`config.mk`:
```
export PLATFORM = sky130hd
export DESIGN_NAME = usb_link_state
export DESIGN_NICKNAME = d
export VERILOG_FILES = /design/src/rtl/usb_link_state.sv
export SDC_FILE = /design/constraint.sdc
export NUM_CORES = 1
export LEC_CHECK = 0
export BUFFER_PORTS_ARGS = -buffer_cell sky130_fd_sc_hd__buf_4
export CORE_MARGIN = 10
export CORE_UTILIZATION = 35
export DETAILED_ROUTE_END_ITERATION = 10
export GPL_ROUTABILITY_DRIVEN = 1
export PLACE_DENSITY = 0.72
export SETUP_SLACK_MARGIN = 0.1
export SYNTH_ARGS = -nofsm -noshare
export SYNTH_HDL_FRONTEND = slang
export SYNTH_SLANG_ARGS = --single-unit
```
`constraint.sdc`:
```
create_clock -name clk -period 3.2 [get_ports clk]
set_input_delay 0.16 -clock clk [delete_from_list [all_inputs] [get_ports clk]]
set_output_delay 0.16 -clock clk [all_outputs]
set_load 0.02 [all_outputs]
```
`src/rtl/usb_link_state.sv`:
```
module usb_link_state #(
  parameter int NUM_EP        = 4,
  parameter int CHIRP_TIMEOUT = 64
) (
  input  logic              clk,
  input  logic              rst_n,
  input  logic              ready_cmd,
  input  logic              bus_reset,
  input  logic              chirp_ok,
  input  logic              status_done,
  input  logic              reg_wr,
  input  logic [15:0]       reg_wdata,
  output logic              pullup_en,
  output logic              hs_mode,
  output logic [1:0]        dev_state,
  output logic [6:0]        dev_addr,
  output logic [NUM_EP-1:0] ep_ready,
  output logic [15:0]       state_word
);

  localparam int TW = $clog2(CHIRP_TIMEOUT + 1);
  localparam logic [1:0] MODE_FS = 2'b00, MODE_HS = 2'b01, MODE_CHIRP = 2'b10;
  localparam logic [2:0] ADDR_CODE = 3'b010;

  typedef enum logic [1:0] {ST_DISC = 2'd0, ST_DFLT = 2'd1, ST_ADDR = 2'd2} link_st_t;

  link_st_t      state;
  logic [1:0]    mode;
  logic [6:0]    addr_q;
  logic          status_seen;
  logic [TW-1:0] chirp_timer;
  logic          addr_accept;

  assign addr_accept = (state == ST_DFLT) && reg_wr && status_seen &&
                       (reg_wdata[10:8] == ADDR_CODE);

  always_ff @(posedge clk or negedge rst_n) begin
    if (!rst_n) begin
      state       <= ST_DISC;
      mode        <= MODE_FS;
      addr_q      <= '0;
      status_seen <= 1'b0;
      chirp_timer <= '0;
    end else if (state == ST_DISC) begin
      if (ready_cmd) begin
        state <= ST_DFLT;
        mode  <= MODE_FS;
      end
    end else if (bus_reset) begin
      state       <= ST_DFLT;
      mode        <= MODE_CHIRP;
      addr_q      <= '0;
      status_seen <= 1'b0;
      chirp_timer <= '0;
    end else begin
      if (mode == MODE_CHIRP) begin
        if (chirp_ok)
          mode <= MODE_HS;
        else if (chirp_timer == TW'(CHIRP_TIMEOUT - 1))
          mode <= MODE_FS;
        else
          chirp_timer <= chirp_timer + 1'b1;
      end
      if (status_done) status_seen <= 1'b1;
      if (addr_accept) begin
        state       <= ST_ADDR;
        addr_q      <= reg_wdata[6:0];
        status_seen <= 1'b0;
      end
    end
  end

  assign pullup_en  = (state != ST_DISC);
  assign hs_mode    = (mode == MODE_HS);
  assign dev_state  = state;
  assign dev_addr   = addr_q;
  assign state_word = {2'b00, mode, 1'b0, 1'b0, state, 1'b0, addr_q};

  assign ep_ready[0] = (state != ST_DISC);
  for (genvar i = 1; i < NUM_EP; i++) begin : g_ep
    assign ep_ready[i] = (state == ST_ADDR);
  end


  attach_chk: assert property (@(posedge clk) disable iff (!rst_n)
    (state == ST_DISC && ready_cmd) |=> (state == ST_DFLT && mode == MODE_FS));


  detached_hold_chk: assert property (@(posedge clk) disable iff (!rst_n)
    (state == ST_DISC && !ready_cmd) |=> (state == ST_DISC && addr_q == 7'd0));


  bus_reset_chk: assert property (@(posedge clk) disable iff (!rst_n)
    (state != ST_DISC && bus_reset) |=>
      (state == ST_DFLT && addr_q == 7'd0 && mode == MODE_CHIRP));


  chirp_win_chk: assert property (@(posedge clk) disable iff (!rst_n)
    (state != ST_DISC && !bus_reset && mode == MODE_CHIRP && chirp_ok) |=> (mode == MODE_HS));


  timer_bound_chk: assert property (@(posedge clk) disable iff (!rst_n)
    chirp_timer < TW'(CHIRP_TIMEOUT));


  addr_entry_chk: assert property (@(posedge clk) disable iff (!rst_n)
    (state != ST_ADDR) |=> (state != ST_ADDR || $past(status_seen && reg_wr)));

endmodule

```
==> results of run 1 <==
[state kept, by name, summed over array words and instances (netlist names)]
register / cells
chirp_timer: 7
dev_addr: 7
dev_state: 2
mode: 2
status_seen: 1
[worst max-delay path by stage]
stage	startpoint	endpoint	depth (start not counted)
2_1_floorplan	dev_state[1]$_DFFE_PN0P_	ep_ready[2]	4
3_3_place_gp	chirp_timer[0]$_DFFE_PN0P_	chirp_timer[0]$_DFFE_PN0P_	5
3_5_place_dp	chirp_timer[0]$_DFFE_PN0P_	chirp_timer[0]$_DFFE_PN0P_	5
4_1_cts	dev_state[1]$_DFFE_PN0P_	pullup_en	4
5_1_grt	dev_state[1]$_DFFE_PN0P_	pullup_en	4
6_report	dev_state[1]$_DFFE_PN0P_	pullup_en	4
[cells by family after synthesis]
logic type	Yosys count	share of synthesized area (%)
and+or+nand+nor	48	20.0
adders and majority gates	1	1.06
DFF	19	40.1
other	1	0.316
AOI/OAI and AO/OA	28	22.6
buffers and inverters	33	15.9
[placed cells by master, fill, tap and decap left out, types with 2 or more instances in the layout]
master | synthesis | layout
nor2_1 | 6 | 6
conb_1 | 1 | 5
nor3b_1 | 2 | 2
clkbuf_4 | 0 | 3
dfrtp_1 | 19 | 19
buf_4 | 17 | 43
nand2_1 | 23 | 23
nand4_1 | 3 | 3
o221a_2 | 2 | 2
o22a_1 | 3 | 3
nand3_1 | 4 | 4
inv_1 | 12 | 12
and2b_2 | 2 | 2
nor3_1 | 2 | 2
a21oi_1 | 5 | 5
o311ai_0 | 9 | 9
[cell type report]
| type | count | area, µm² |
|---|---|---|
| Sequential cell | 19 | 475 |
| Clock buffer | 3 | 22.5 |
| Tap cell | 46 | 57.6 |
| Clock inverter | 1 | 5.00 |
| Fill cell | 349 | 1840 |
| Inverter | 12 | 45.0 |
| Timing Repair Buffer | 44 | 333 |
| Multi-Input combinational cell | 82 | 536 |
[critical path, stage by stage (launching register included)]
cell	delay, ns
dfrtp_1	0.53
nor2_1	0.17
buf_4	0.26
inv_1	0.19
buf_4	0.20
[per-layer routing]
metal	share of wire [%]	vias up	wire, µm
met5	0	-	0
li1	-	506	-
met2	47	42	1460
met3	12	4	361
met1	40	508	1230
met4	0.94	0	29
[report_power, final]
part	switching, mW	internal (mW)	leakage [nW]
Combinational	0.0449	0.0380	0.416
Sequential	0.0104	0.248	0.253
Clock	0.0821	0.0468	0.0177
Total	0.137	0.332	0.686
[timing repair]
| action | in CTS | in global routing |
|---|---|---|
| hold buffers | 1 | 0 |
| resized for setup | 0 | 0 |
| hold endpoints to repair | 19 | 0 |
| endpoints found under the setup margin | 0 | 0 |
==> impl_results.md, run 1 <==
* MaxCap Viol Count at 0
* Yosys top cell area share at 40.1%
* Final core utilization at between 40 and 50%
* Worst-path clk slew at 0.12 ns
* Die width at about 78 µm
* Cell taking the most area after synthesis: dfrtp_1
* Met2 Use GR at around 17%
* Initial antenna violation count at 0
* Total negative slack at 0 ns
* Die Y at between 70 and 80 µm
* Yosys reg bits at 19
* Largest net degree at the start of global routing at 22
* H-tree depth at 1
* R2r setup slk at 1.48 ns
* CTS tree: yes
* Yosys cell types at 33
* First-pass GRT wire length at 5240 µm
* Post-DP Area at ~1400 µm²
* Endpoints failing setup at 0
* Ant diodes at 0
* Required @ worst endpoint at approximately 3.0 ns
* R2R Path Start: chirp_timer[0]$_DFFE_PN0P_
* Post-synth EDFFs at 0
* Seq/Total Area, Yosys at approximately two fifths
* Final Hold Fails at 0
* Initial core utilization at between 30 and 40%
* Drt drc at 0
* Total setup buffers inserted after CTS at 0
* Synth area leaders: dfrtp_1 (40%), buf_4 (11%), nand2_1 (7.3%), o311ai_0 (6.7%), inv_1 (3.8%)
* Clock root buffer: clkbuf_4
* Number of global-route vias before repair at 1062
* Grt total ovfl at 0
* Power Density at roughly 320 nW/µm²
* Mapped Area at around 1200 µm²
* Max Fclk at about 0.55 GHz
* Leakage at 0.686 nW
* R2R depth at 5
* Clock Latency Late Sink at between 0.3 and 0.4 ns
* Core box area at about 3300 µm²
* Placed Cells at between 200 and 250
* WHS at between 0.08 and 0.09 ns
* Main flop type after synthesis: dfrtp_1
* Crit Path Max Fanout at 21
* Worst Min Path Start: ready_cmd
* Count leader, synth: nand2_1
* I/O pin count at 54
* Post-DR wirelength/cell at between 10 and 15 µm
* Clk buf depth at 2
* Met1 usage at a little under an eighth
* Via Count at between 1000 and 1500
* Routed Antenna Nets at 0
* Average vias per placed instance at about 5.1
* CP arrival at roughly 1.7 ns
* Total Power at between 400 and 500 µW
* Min-Delay Endpoint: dev_state[0]$_DFFE_PN0P_
* GR met3 Demand/Resource at between 4 and 5%
* Hold Path Class: input port to flop
* Max Slew Vio Count at 0
* Minimum clock period at around 1.8 ns
* Crit. End Element: primary output
* Total Routing Usage GR at between 10% and 20%
* DR iter-0 viols at 20
* Most instantiated cells after synthesis: nand2_1 (23), dfrtp_1 (19), buf_4 (17)
* Fin nets at approximately 190
* Design area at roughly 1500 µm²
* Busiest grt layer: met2
* Gp weighted congestion at roughly 0.75
* Reg2reg end: chirp_timer[0]$_DFFE_PN0P_
* Num CTS Buffers at 3
* Run status: finished, final reports clean
* Startpoint types: flop
* Tcrit/Tclk final at approximately 57%
* Sink Count at 19
* Post-Synthesis Cells at between 100 and 150
* Pre-CTS worst setup slack at 1.50 ns
* Dpl hpwl at 2430 µm
* Finished Layout Cells at about 210
* Async SR Flop Fraction at 100%
* Worst Hold Path Cells at 2
* Area of the die at 6110 µm²
* Final wirelength at between 3000 and 4000 µm
* Setup Skew at about 0.013 ns
* Kind of critical path: flop to primary output
* Area Growth Syn to Fin at 24.4%
* Yosys warnings at 0
* Layout cells sized above 1 at roughly a third
* Mean post-synth cell area at about 9.1 µm²
* Setup WS post-layout at 1.38 ns
* RSZ-0062 raised after global routing: no
* Maximum vdd drop at roughly 0.21 mV
* Core Rows at 21
* Pre-antenna DRT Iters at 4
* Port Buffers at between 40 and 50
No activity file was read; power rests on OpenSTA's default activity.
==> run 2, diff against run 1 <==
--- a/config.mk
+++ b/config.mk
@@ -5,6 +5,7 @@
 export SDC_FILE = /design/constraint.sdc
 export NUM_CORES = 1
 export LEC_CHECK = 0
+export ABC_AREA = 1
 export BUFFER_PORTS_ARGS = -buffer_cell sky130_fd_sc_hd__buf_4
 export CORE_MARGIN = 10
 export CORE_UTILIZATION = 35
==> constraint.sdc (replaced) <==
create_clock -name clk -period 1.75 [get_ports clk]
set_input_delay 0.0875 -clock clk [delete_from_list [all_inputs] [get_ports clk]]
set_output_delay 0.0875 -clock clk [all_outputs]
set_load 0.02 [all_outputs]
==> run 2 against run 1 <==
Critical path type is now flop to flop. First-iteration DRC count up 85%. Highest routed layer unchanged. Setup slack worse by 1.1 ns. Die area down 1.5%. Via count down 3.1%.
==> impl_results.md, run 2 <==
* Leakage at 0.795 nW (+16%)
* Total Routing Usage GR at 9.52% (-0.60 points)
* Tcrit/Tclk final at between 80% and 90%
* Post-cts resize count at 0 (unchanged)
* Grt total ovfl at 0 (unchanged)
* Fin nets at 214 (+15%)
* Commonest non-fill, non-tap cells in the layout: nand2_1 (46), buf_4 (42), dfrtp_1 (19)
* DR iter-0 viols at 37 (+85%)
* Gp weighted congestion at 0.805 (+6.8%)
* Finished Layout Cells at 233 (+13%)
* Initial antenna violation count at 0 (unchanged)
* Minimum clock period at between 1 and 1.5 ns
* Core Rows at 20 (-4.8%)
* Power Density at 595 nW/µm² (+87%)
* Ant diodes at 0 (unchanged)
* # fillers at 336 (-3.7%)
* Clk buf depth at 2 (unchanged)
* Worst Min Path Start: status_done
* Dpl hpwl at 2140 µm (-12%)
* Post-Synthesis Cells at 150 (+15%)
* Post-synth EDFFs at 0 (unchanged)
* Average vias per placed instance at 4.41 (-14%)
* Hold Path Class: input port to flop
* Die Y at 77.6 µm (-0.75%)
* Layout cells sized above 1 at 32.3% (-1.3 points)
* Placed Cells at 221 (+9.4%)
* Via Count at 1027 (-3.1%)
* Yosys reg bits at 19 (unchanged)
* MaxCap Viol Count at 0 (unchanged)
* Startpoint types: flop
* Max Slew Vio Count at 0 (unchanged)
* Die width at 77.6 µm (-0.75%)
* R2R Path Start: chirp_timer[0]$_DFFE_PN0P_
* Maximum vdd drop at 0.304 mV (+45%)
* Yosys cell types at 25 (-24%)
* Number of global-route vias before repair at 1088 (+2.4%)
* H-tree depth at 1 (unchanged)
* Clock Latency Late Sink at 0.30 ns (-0.02 ns)
* Seq/Total Area, Yosys at 40.9% (+0.82 points)
* Worst-path clk slew at 0.12 ns (about the same)
* Count leader, synth: nand2_1
* Largest net degree at the start of global routing at 20 (-9.1%)
* CTS tree: yes
* Num CTS Buffers at 3 (unchanged)
* Drt drc at 0 (unchanged)
* Routed Antenna Nets at 0 (unchanged)
* Total setup buffers inserted after CTS at 0 (unchanged)
* Crit Path Max Fanout at 11 (-48%)
* R2R depth at 8 (+3)
* Endpoints failing setup at 0 (unchanged)
* R2r setup slk at 0.31 ns (-1.17 ns)
* Setup Skew at 0.00458 ns (-0.00820 ns)
* Mapped Area at 1160 µm² (-2.0%)
* Final Hold Fails at 0 (unchanged)
* Met2 Use GR at 15.4% (-1.4 points)
* GR met3 Demand/Resource at 3.11% (-1.7 points)
* Required @ worst endpoint at 1.96 ns (-1.08 ns)
* Async SR Flop Fraction at 100% (unchanged)
* Setup WS post-layout at 0.309 ns (-1.08 ns)
* First-pass GRT wire length at 4800 µm (-8.6%)
* Cell taking the most area after synthesis: dfrtp_1
* Met1 usage at 10.5% (-1.1 points)
* Core box area at 3100 µm² (-6.3%)
* Port Buffers at 42 (unchanged)
* Sink Count at 19 (unchanged)
* CP arrival at 1.65 ns (about the same)
* Main flop type after synthesis: dfrtp_1
* Max Fclk at 0.694 GHz
* Post-DR wirelength/cell at 11.7 µm (-21%)
* I/O pin count at 54 (unchanged)
* Reg2reg end: chirp_timer[3]$_DFFE_PN0P_
* Crit. End Element: flop
* Area of the die at 6020 µm² (-1.5%)
* Initial core utilization at 37.4% (+1.6 points)
* Yosys top cell area share at 40.9% (+0.82 points)
* Final wirelength at 2740 µm (-11%)
* Pre-antenna DRT Iters at 4 (unchanged)
* Kind of critical path: flop to flop
* Run status: finished, final reports clean
* Most instantiated cells after synthesis: nand2_1 (46), dfrtp_1 (19), buf_4 (17)
* Pre-CTS worst setup slack at 0.311 ns (-1.19 ns)
* Total negative slack at 0 ns (unchanged)
* Area Growth Syn to Fin at 29.5%
* Clock root buffer: clkbuf_4
* Synth area leaders: dfrtp_1 (41%), nand2_1 (15%), buf_4 (11%), nand3_1 (6.0%), nor2_1 (3.6%)
* Mean post-synth cell area at 7.74 µm² (-15%)
* RSZ-0062 raised after global routing: no
* Worst Hold Path Cells at 3 (+1)
* Busiest grt layer: met2
* Yosys warnings at 0 (unchanged)
* WHS at 0.0375 ns (-0.0484 ns)
* Min-Delay Endpoint: status_seen$_DFFE_PN0P_
* Most common cell after layout, fill and taps aside: nand2_1
==> run 2: metal layers <==
layer,part of all wire (%),wire (µm)
met4,2.4,66
met3,7.1,194
met5,0,0
met1,44,1200
met2,47,1280
==> run 2: cells by family (layout without fill, tap and decap cells) <==
logic type | Yosys count | in the layout | share of synthesized area (%)
adders and majority gates | 1 | 1 | 1.08
and+or+nand+nor | 86 | 86 | 34.5
AOI/OAI and AO/OA | 10 | 10 | 5.28
buffers and inverters | 32 | 67 | 17.1
other | 1 | 5 | 0.323
xor gates and xnor gates | 1 | 1 | 0.754
DFF | 19 | 19 | 40.9
==> run 2: how the worst max path moves through the flow <==
stage	from	end	slack (ns)	depth (start not counted)
after floorplan	dev_state[1]$_DFFE_PN0P_	dev_state[0]$_DFFE_PN0P_	0.43	5
after global placement	chirp_timer[0]$_DFFE_PN0P_	chirp_timer[5]$_DFFE_PN0P_	0.32	7
after detailed placement	chirp_timer[0]$_DFFE_PN0P_	chirp_timer[3]$_DFFE_PN0P_	0.31	8
after CTS	chirp_timer[0]$_DFFE_PN0P_	chirp_timer[3]$_DFFE_PN0P_	0.29	8
after global routing	chirp_timer[0]$_DFFE_PN0P_	chirp_timer[3]$_DFFE_PN0P_	0.17	8
final	chirp_timer[0]$_DFFE_PN0P_	chirp_timer[3]$_DFFE_PN0P_	0.31	8
==> run 2: power by group <==
| group | leakage, nW | switching, mW | internal [mW] | total, mW |
|---|---|---|---|---|
| registers | 0.253 | 0.0207 | 0.458 | 0.479 |
| clock network | 0.0177 | 0.145 | 0.0853 | 0.231 |
| logic | 0.524 | 0.105 | 0.0810 | 0.186 |
==> run 2: cell type report <==
class                           count  area (µm²)  area share (%)
Sequential cell                    19         475            31.6
Multi-Input combinational cell    103         502            33.4
Clock buffer                        3        22.5            1.50
Inverter                           13        48.8            3.24
Tap cell                           44        55.1            3.66
Clock inverter                      1        5.00           0.333
Timing Repair Buffer               50         395            26.3
==> run 2: per-stage QoR <==
| step | instance area, µm² | utilization (%) | power [mW] |
|---|---|---|---|
| CTS | 1500 | 48.5 | 0.903 |
| finish | 1500 | 48.5 | 0.895 |
| global route | 1500 | 48.5 | 0.951 |
| detailed placement | 1400 | 45.0 | 0.661 |
| floorplan | 1180 | - | 0.606 |
| global placement | 1400 | 45.0 | 0.659 |
==> run 2: critical path, stage by stage (launching register included) <==
cell	delay [ns]
dfrtp_1	0.44
ha_1	0.22
nand2_1	0.09
nor2_2	0.10
nand3_1	0.09
nand3_2	0.21
inv_1	0.09
nand2_1	0.07
nand2_1	0.04
==> run 2: what timing repair did <==
item,in CTS,in global routing
hold buffers,8,0
setup endpoints to repair,0,0
endpoints found under the hold margin,26,0
==> run 3, diff against run 2 <==
--- a/config.mk
+++ b/config.mk
@@ -5,13 +5,13 @@
 export SDC_FILE = /design/constraint.sdc
 export NUM_CORES = 1
 export LEC_CHECK = 0
-export ABC_AREA = 1
+export ABC_AREA = 0
 export BUFFER_PORTS_ARGS = -buffer_cell sky130_fd_sc_hd__buf_4
 export CORE_MARGIN = 10
 export CORE_UTILIZATION = 35
 export DETAILED_ROUTE_END_ITERATION = 10
 export GPL_ROUTABILITY_DRIVEN = 1
-export PLACE_DENSITY = 0.72
+export PLACE_DENSITY = 0.74
 export SETUP_SLACK_MARGIN = 0.1
 export SYNTH_ARGS = -nofsm -noshare
 export SYNTH_HDL_FRONTEND = slang
==> constraint.sdc (replaced) <==
create_clock -name clk -period 1.2 [get_ports clk]
set_input_delay 0.06 -clock clk [delete_from_list [all_inputs] [get_ports clk]]
set_output_delay 0.06 -clock clk [all_outputs]
set_load 0.02 [all_outputs]
==> run 3 against run 2 <==
Worst hold slack lost 0.015 ns. Highest routed layer unchanged. First-iteration DRC count up 62%. Utilization grew 13 points. Via count increased by 24%. The run now ends with negative setup slack left. Clock power is 47% higher.
==> impl_results.md, run 3 (same netlist as run 1, synthesis figures left out) <==
* Crit. End Element: flop
* Max Fclk at 0.653 GHz (-6.0%)
* DR iter-0 viols at 60 (+62%)
* CP arrival at 1.73 ns (+0.08 ns)
* Final wirelength at 4290 µm (+57%)
* MaxCap Viol Count at 0 (unchanged)
* Clock Latency Late Sink at 0.30 ns (about the same)
* Failing checks: negative setup slack
* Port Buffers at 42 (unchanged)
* Sw Share at 29.5% (-0.73 points)
* Hold Path Class: input port to flop
* RSZ-0062 raised after global routing: yes
* Worst Hold Path Cells at 2 (-1)
* Worst-path clk slew at 0.11 ns (about the same)
* R2R depth at 4 (-4)
* Maximum vdd drop at 0.393 mV (+29%)
* Routed Antenna Nets at 0 (unchanged)
* # fillers at 282 (-16%)
* Drt drc at 0 (unchanged)
* CTS tree: yes
* Die width at 78.2 µm (+0.76%)
* Power Density at 691 nW/µm² (+16%)
* Required @ worst endpoint at 1.40 ns (-0.56 ns)
* Reg2reg end: chirp_timer[0]$_DFFE_PN0P_
* Via Count at 1278 (+24%)
* Setup Skew at 0.00480 ns (+0.000218 ns)
* Average vias per placed instance at 5.17 (+17%)
* Endpoints failing setup at 25 (+25)
* Dpl hpwl at 2720 µm (+27%)
* Critical path, cell by cell: or3b_4 > a41oi_4 > nor3b_2 > a221o_1
* Post-DR wirelength/cell at 17.4 µm (+48%)
* Most common cell after layout, fill and taps aside: buf_4
* Clk buf depth at 2 (unchanged)
* Clock power frac at 23.9% (-1.9 points)
* Startpoint types: flop
* Worst Min Path Start: ready_cmd
* I/O pin count at 54 (unchanged)
* Crit path largest cell delay at 0.42 ns (-0.02 ns)
* Crit path max-delay family: compound AO/OA/AOI/OAI gates
* R2r setup slk at -0.33 ns (-0.64 ns)
* R2R Path Start: mode[0]$_DFFE_PN0P_
* Fin nets at 226 (+5.6%)
* Largest net degree at the start of global routing at 20 (unchanged)
* Kind of critical path: flop to flop
* Area Growth Syn to Fin at 73.0%
* Ant diodes at 0 (unchanged)
* Total Routing Usage GR at 12.5% (+3.0 points)
* Core Rows at 21 (+5.0%)
* Sequential share of power at 48.0% (-5.5 points)
* Initial antenna violation count at 0 (unchanged)
* Grt total ovfl at 0 (unchanged)
* Die Y at 78.2 µm (+0.76%)
* Switch Pwr at 418 µW (+54%)
* Setup WS post-layout at -0.332 ns (-0.642 ns)
* Final Hold Fails at 0 (unchanged)
* Gp weighted congestion at 0.819 (+1.8%)
* Layout cells sized above 1 at 60.7% (+28 points)
* Core box area at 3310 µm² (+6.7%)
* Area of the multi-input gates at 692 µm² (+38%)
* Buf/Inv on CP at 0 (-1)
* Leakage at 0.954 nW (+20%)
* Initial core utilization at 35.8% (-1.6 points)
* Pre-CTS worst setup slack at -0.280 ns (-0.591 ns)
* Pre-antenna DRT Iters at 4 (unchanged)
* Tcrit/Tclk final at 128% (+45 points)
* Crit Path Max Fanout at 4 (-7)
* Number of global-route vias before repair at 1312 (+21%)
* Area of the die at 6110 µm² (+1.5%)
* First-pass GRT wire length at 6390 µm (+33%)
* H-tree depth at 1 (unchanged)
* Clock root buffer: clkbuf_4
* Commonest non-fill, non-tap cells in the layout: buf_4 (51), buf_6 (30), nand2_1 (21)
* Minimum clock period at 1.53 ns (+0.0916 ns)
* Int Pwr at 998 µW (+60%)
* Seq. cell area at 480 µm² (+1.1%)
* Total Power at 1.42 mW (+58%)
* Combinational Power Share at 28.0% (+7.3 points)
* Max Slew Vio Count at 0 (unchanged)
* Crit-path slowest cell: dfrtp_2
* Sink Count at 19 (unchanged)
* Run status: finished with violations
* Min-Delay Endpoint: dev_state[0]$_DFFE_PN0P_
* Num CTS Buffers at 3 (unchanged)
-- run 3: routing by layer --
metal	track usage (%)	up-vias	part of all wire, %
met5	0	-	0
met4	4.30	0	2.8
met3	3.30	12	7.2
met2	23.4	63	54
met1	13.1	613	36
li1	-	590	-
-- run 3: worst max path at each step --
stage | start | endpoint | slack [ns] | depth (start not counted)
2_1_floorplan | mode[0]$_DFFE_PN0P_ | chirp_timer[0]$_DFFE_PN0P_ | -0.34 | 4
3_5_place_dp | mode[0]$_DFFE_PN0P_ | chirp_timer[0]$_DFFE_PN0P_ | -0.28 | 4
3_3_place_gp | mode[0]$_DFFE_PN0P_ | chirp_timer[5]$_DFFE_PN0P_ | -0.23 | 5
5_1_grt | mode[0]$_DFFE_PN0P_ | chirp_timer[5]$_DFFE_PN0P_ | -0.41 | 5
6_report | mode[0]$_DFFE_PN0P_ | chirp_timer[0]$_DFFE_PN0P_ | -0.33 | 4
4_1_cts | mode[0]$_DFFE_PN0P_ | chirp_timer[5]$_DFFE_PN0P_ | -0.29 | 5
-- run 3: final cells by class --
cell class	instances	share of cell area, %
Timing Repair Buffer	84	36.4
Multi-Input combinational cell	82	33.8
Sequential cell	19	23.4
Tap cell	46	2.81
Inverter	12	2.32
Clock buffer	4	1.28
-- run 3: timing repair --
action                                  in CTS  in global routing
gates resized for setup                     40                 18
gates cloned                                 0                  1
setup buffers                                8                  4
endpoints found under the setup margin      28                 31
pin swaps                                   15                 10
endpoints found under the hold margin       20                  0
hold buffers                                 2                  0
-- run 3: power groups by stage --
stage	Clock (mW)	Combinational [mW]	Sequential, mW
finish	0.339	0.397	0.681
global route	0.368	0.425	0.683
CTS	0.348	0.346	0.679
detailed placement	0	0.299	0.691
global placement	0	0.289	0.689
floorplan	0	0.131	0.712
-- run 3: per-stage QoR --
stage | instances | cell area (µm²) | TNS [ns] | utilization (%) | hold WS (ns)
finish | 247 | 2050 | -3.28 | 61.9 | 0.0221
global route | 247 | 2050 | -4.54 | 61.9 | 0.0106
CTS | 242 | 1920 | -2.62 | 58.1 | 0.00353
detailed placement | 228 | 1670 | -2.20 | 50.4 | -0.0442
global placement | 228 | 1670 | -1.84 | 50.4 | -0.0486
floorplan | 134 | 1250 | -1.80 | - | -0.236
